<file path="src/rtl/ext_alu_pkg.sv">
package ext_alu_pkg;
  localparam int OPW = 4;

  typedef enum logic [OPW-1:0] {
    OP_ADD  = 4'd0,
    OP_SUB  = 4'd1,
    OP_SLL  = 4'd2,
    OP_SRL  = 4'd3,
    OP_AND  = 4'd4,
    OP_OR   = 4'd5,
    OP_XOR  = 4'd6,
    OP_NOR  = 4'd7,
    OP_NAND = 4'd8,
    OP_SLT  = 4'd9,
    OP_SGT  = 4'd10,
    OP_JR   = 4'd11
  } alu_op_e;
endpackage

</file>
<file path="src/rtl/ext_alu_addsub.sv">
module ext_alu_addsub #(
  parameter int W = 32
) (
  input  logic [W-1:0] a,
  input  logic [W-1:0] b,
  output logic [W-1:0] sum,
  output logic [W-1:0] diff,
  output logic         lt,
  output logic         gt
);
  localparam int MSB = W - 1;

  logic [W-1:0] b_inv;
  logic         ovf;
  logic         eq;

  assign sum   = a + b;
  assign b_inv = ~b;
  // subtraction as a + ~b + 1
  assign diff  = a + b_inv + {{(W-1){1'b0}}, 1'b1};

  // signed overflow of the subtraction: operand signs differ and the
  // difference sign departs from a
  assign ovf = (a[MSB] ^ b[MSB]) & (diff[MSB] ^ a[MSB]);
  assign eq  = (diff == '0);
  assign lt  = diff[MSB] ^ ovf;
  assign gt  = ~lt & ~eq;
endmodule

</file>
<file path="src/rtl/ext_alu_shift.sv">
module ext_alu_shift #(
  parameter int W    = 32,
  parameter bit LEFT = 1'b1
) (
  input  logic [W-1:0]         din,
  input  logic [$clog2(W)-1:0] amt,
  output logic [W-1:0]         dout
);
  localparam int SHW = $clog2(W);

  logic [W-1:0] stg [0:SHW];

  assign stg[0] = din;

  // one stage per amount bit, stage i moves by 2**i places
  for (genvar i = 0; i < SHW; i++) begin : g_stage
    if (LEFT) begin : g_left
      assign stg[i+1] = amt[i] ? (stg[i] << (1 << i)) : stg[i];
    end else begin : g_right
      assign stg[i+1] = amt[i] ? (stg[i] >> (1 << i)) : stg[i];
    end
  end

  assign dout = stg[SHW];
endmodule

</file>
<file path="src/rtl/ext_alu_logic.sv">
module ext_alu_logic #(
  parameter int W = 32
) (
  input  logic [W-1:0] a,
  input  logic [W-1:0] b,
  output logic [W-1:0] y_and,
  output logic [W-1:0] y_or,
  output logic [W-1:0] y_xor,
  output logic [W-1:0] y_nor,
  output logic [W-1:0] y_nand
);
  assign y_and  = a & b;
  assign y_or   = a | b;
  assign y_xor  = a ^ b;
  assign y_nor  = ~y_or;
  assign y_nand = ~y_and;
endmodule

</file>
<file path="src/rtl/ext_alu.sv">
module ext_alu
  import ext_alu_pkg::*;
#(
  parameter int WIDTH = 32
) (
  input  logic [WIDTH-1:0] opnd_a,
  input  logic [WIDTH-1:0] opnd_b,
  input  logic [OPW-1:0]   op_sel,
  output logic [WIDTH-1:0] result,
  output logic             is_zero
);
  localparam int SHW = $clog2(WIDTH);

  logic [WIDTH-1:0] sum_w, diff_w, shl_w, shr_w;
  logic [WIDTH-1:0] and_w, or_w, xor_w, nor_w, nand_w;
  logic             lt_w, gt_w;
  logic [SHW-1:0]   amt_w;

  assign amt_w = opnd_b[SHW-1:0];

  ext_alu_addsub #(.W(WIDTH)) u_addsub (
    .a(opnd_a), .b(opnd_b), .sum(sum_w), .diff(diff_w), .lt(lt_w), .gt(gt_w)
  );

  ext_alu_shift #(.W(WIDTH), .LEFT(1'b1)) u_shl (
    .din(opnd_a), .amt(amt_w), .dout(shl_w)
  );

  ext_alu_shift #(.W(WIDTH), .LEFT(1'b0)) u_shr (
    .din(opnd_a), .amt(amt_w), .dout(shr_w)
  );

  ext_alu_logic #(.W(WIDTH)) u_logic (
    .a(opnd_a), .b(opnd_b), .y_and(and_w), .y_or(or_w), .y_xor(xor_w),
    .y_nor(nor_w), .y_nand(nand_w)
  );

  always_comb begin
    case (op_sel)
      OP_ADD:  result = sum_w;
      OP_SUB:  result = diff_w;
      OP_SLL:  result = shl_w;
      OP_SRL:  result = shr_w;
      OP_AND:  result = and_w;
      OP_OR:   result = or_w;
      OP_XOR:  result = xor_w;
      OP_NOR:  result = nor_w;
      OP_NAND: result = nand_w;
      OP_SLT:  result = {{(WIDTH-1){1'b0}}, lt_w};
      OP_SGT:  result = {{(WIDTH-1){1'b0}}, gt_w};
      OP_JR:   result = opnd_a;
      default: result = '0;
    endcase
  end

  assign is_zero = ~|result;
endmodule

</file>
<file path="config.mk">
export PLATFORM = sky130hd
export DESIGN_NAME = ext_alu
export DESIGN_NICKNAME = d
export VERILOG_FILES = /design/src/rtl/ext_alu_pkg.sv /design/src/rtl/ext_alu_addsub.sv /design/src/rtl/ext_alu_shift.sv /design/src/rtl/ext_alu_logic.sv /design/src/rtl/ext_alu.sv
export SDC_FILE = /design/constraint.sdc
export NUM_CORES = 1
export LEC_CHECK = 0
export BUFFER_PORTS_ARGS = -buffer_cell sky130_fd_sc_hd__buf_2
export CORE_UTILIZATION = 57
export DETAILED_ROUTE_END_ITERATION = 12
export GPL_ROUTABILITY_DRIVEN = 1
export PLACE_DENSITY = 0.78
export SLEW_MARGIN = 20
export SYNTH_ARGS = -nofsm -noshare
export SYNTH_HDL_FRONTEND = slang
export SYNTH_HIERARCHICAL = 1
export SYNTH_SLANG_ARGS = --single-unit
</file>
<file path="constraint.sdc">
create_clock -name vclk -period 6.57
set_clock_uncertainty 0.2 [all_clocks]
set_input_delay 0.3285 -clock vclk [all_inputs]
set_output_delay 0.3285 -clock vclk [all_outputs]
set_load 0.01 [all_outputs]
</file>
==> impl_metrics.toml <==
[placement]
hpwl_um = 37900
io_buffers = 101
post-place-ws_ns = -0.259
gp_congestion = 1.01

[final_layout]
final-seq-area_um2 = 0
flops_and_latches = 0
drive_gt1_frac = 0.240
areaGrowthSynthToFinish_pct = 15.6
mostFrequentLayoutCell = "inv_1"
fillers = 1695
layout_common_cells = "201 x inv_1, 181 x ha_1, 147 x buf_4"
nets = 1928
postLayoutCoreUtil = 0.683
n_antenna_cell = 0
nClkBuffers = 0

[logic_synthesis]
avgSynthCellArea_um2 = 7.65
synth_cells = 1522
syn_nets = 1783
yosysSeqAreaShare = 0
yosysUniqueCellTypes = 95
synthesis.area_um2 = 11600
yosysWarnings = 6

[die]
ios = 101
std_cell_rows = 51
initial_utilization = 0.591
die_h_um = 145
core_um2 = 19700
die_area_um2 = 21000
die_w_um = 145

[critical_path]
cp_top_family = "buffers and inverters"
cp.arrival_ns = 5.90
cp_max_fo = 4
start_kind = "input port"
cp-end-kind = "primary output"
critPathSlowestCell = "or4_4"
cp_data_required_time_ns = 6.04
worstSetupPathType = "input port to primary output"
max_stage_delay_ns = 0.63
path_buf_inv = 19
crit_path_frequent_cell = "buf_4"

[timing]
period_needed_ns = 6.43
finalCritPeriodShare = 0.979
setup_slack_ns = 0.139
drv_slew = 0
fmax_ghz = 0.155
relSlewSlack = 0.325
worst_pin_slew_ns = 1.01
hold_viol = 0
setup_viol = 0
hold_ws_ns = 1.08

[detailed_routing]
detail_route.first_pass.iterations = 6
detail-route-antenna-nets = 0
wl_um = 49300
remaining_drc_errors = 0
drt_iter0_markers = 2194
vias_per_cell = 7.10
vias = 13709
post_drt_wl_per_cell_um = 25.5

[global_routing]
gr-total-overflow = 0
track_usage = 0.448
grt_pass1_wl_um = 74100
grt_max_degree = 68
antenna_found_initial = 0
grt_pass1_vias = 12533

[run]
drv_cap = 0

[pwr]
cellLeakagePower_nw = 6.14
vdd_drop_max_uv = 70.5
powerDensity_nw_per_um2 = 92.4

[run_status]
status = "finished, final reports clean"

[clocking]
cts_hold_buf = 0

[hold_path]
min_path_type = "input port to primary output"
[final cells by class]
type,instances,area [um2],area share
inverters,210,791,0.0587
multi-input cells,1208,10700,0.797
repair buffers,247,1610,0.120
well taps,265,332,0.0246
[cell usage after synthesis, types with 9 or more instances]
cell       instances  area, um2
mux2_2            32        360
o21ai_0           44        220
xnor2_1           37        324
mux4_1            15        394
o31ai_1           10       75.1
buf_2             20        100
a221o_1           11        110
a211oi_1          22        165
o2111ai_1         10       87.6
and3_1            10       62.6
mux4_2            43        968
a21o_1            11       82.6
o22ai_1           11       68.8
a31oi_1           10       62.6
o21bai_1          11       82.6
a21oi_1           72        360
nor2b_1           16        100
a222oi_1           9       90.1
a22oi_1          110        826
mux2i_1           36        360
clkbuf_1          53        199
inv_1            206        773
a22o_1            25        219
nand3_1           24        120
a221oi_1          15        131
nand2b_1          15       93.8
nor4_1            14       87.6
o211ai_1          16        120
nor3_1            32        160
nor2_1            90        338
buf_4             12       90.1
buf_1              9       33.8
nand4_1           27        169
and2_1            10       62.6
ha_1             190       2380
nand2_1           81        304
[path summary, 6_finish.rpt]
path	slack [ns]	endpoint	startpoint	depth (start not counted)
setup / recovery	0.14	is_zero	opnd_b[12]	31
hold / removal	1.08	result[24]	opnd_b[24]	5
[worst min-delay path, stage by stage]
cell	delay (ns)
buf_2	0.14
ha_1	0.16
a22oi_1	0.07
nand4_1	0.11
buf_2	0.14
[through the flow]
step	power, mW	TNS [ns]	instance area (um2)	std cells
3_3_place_gp	1.10	-0.0315	12900	1904
6_report	1.24	0	13500	1930
4_1_cts	1.15	0	13100	1924
3_5_place_dp	1.11	-0.259	12900	1904
5_1_grt	1.31	-0.0356	13500	1930
2_1_floorplan	0.699	0	11600	1522
[logic make-up after synthesis]
logic type      after synthesis  share of synthesized area
xor+xnor                     44                     0.0331
compound gates              457                      0.286
buf+inv                     314                      0.115
mux                         126                      0.179
simple gates                388                      0.177
fa+ha+maj                   193                      0.209
[layer usage]
metal / wire length (um) / global-route usage / part of all wire
met5: 0 / 0 / 0
met4: 2900 / 0.209 / 0.059
met3: 6560 / 0.100 / 0.13
met2: 20700 / 0.667 / 0.42
met1: 19100 / 0.609 / 0.39
[where the power goes]
group | leakage [nW] | internal (mW) | total (mW) | switching [mW]
clock network | 0 | 0 | 0 | 0
logic | 6.14 | 0.491 | 1.24 | 0.754
registers | 0 | 0 | 0 | 0
[timing repair]
item                                    CTS  global route
buffers inserted                         20             7
endpoints found under the setup margin    1             1
gates resized for setup                  19            49
hold endpoints to repair                  0             0
pin swaps                                10            29
No activity file was read; power rests on OpenSTA's default activity.
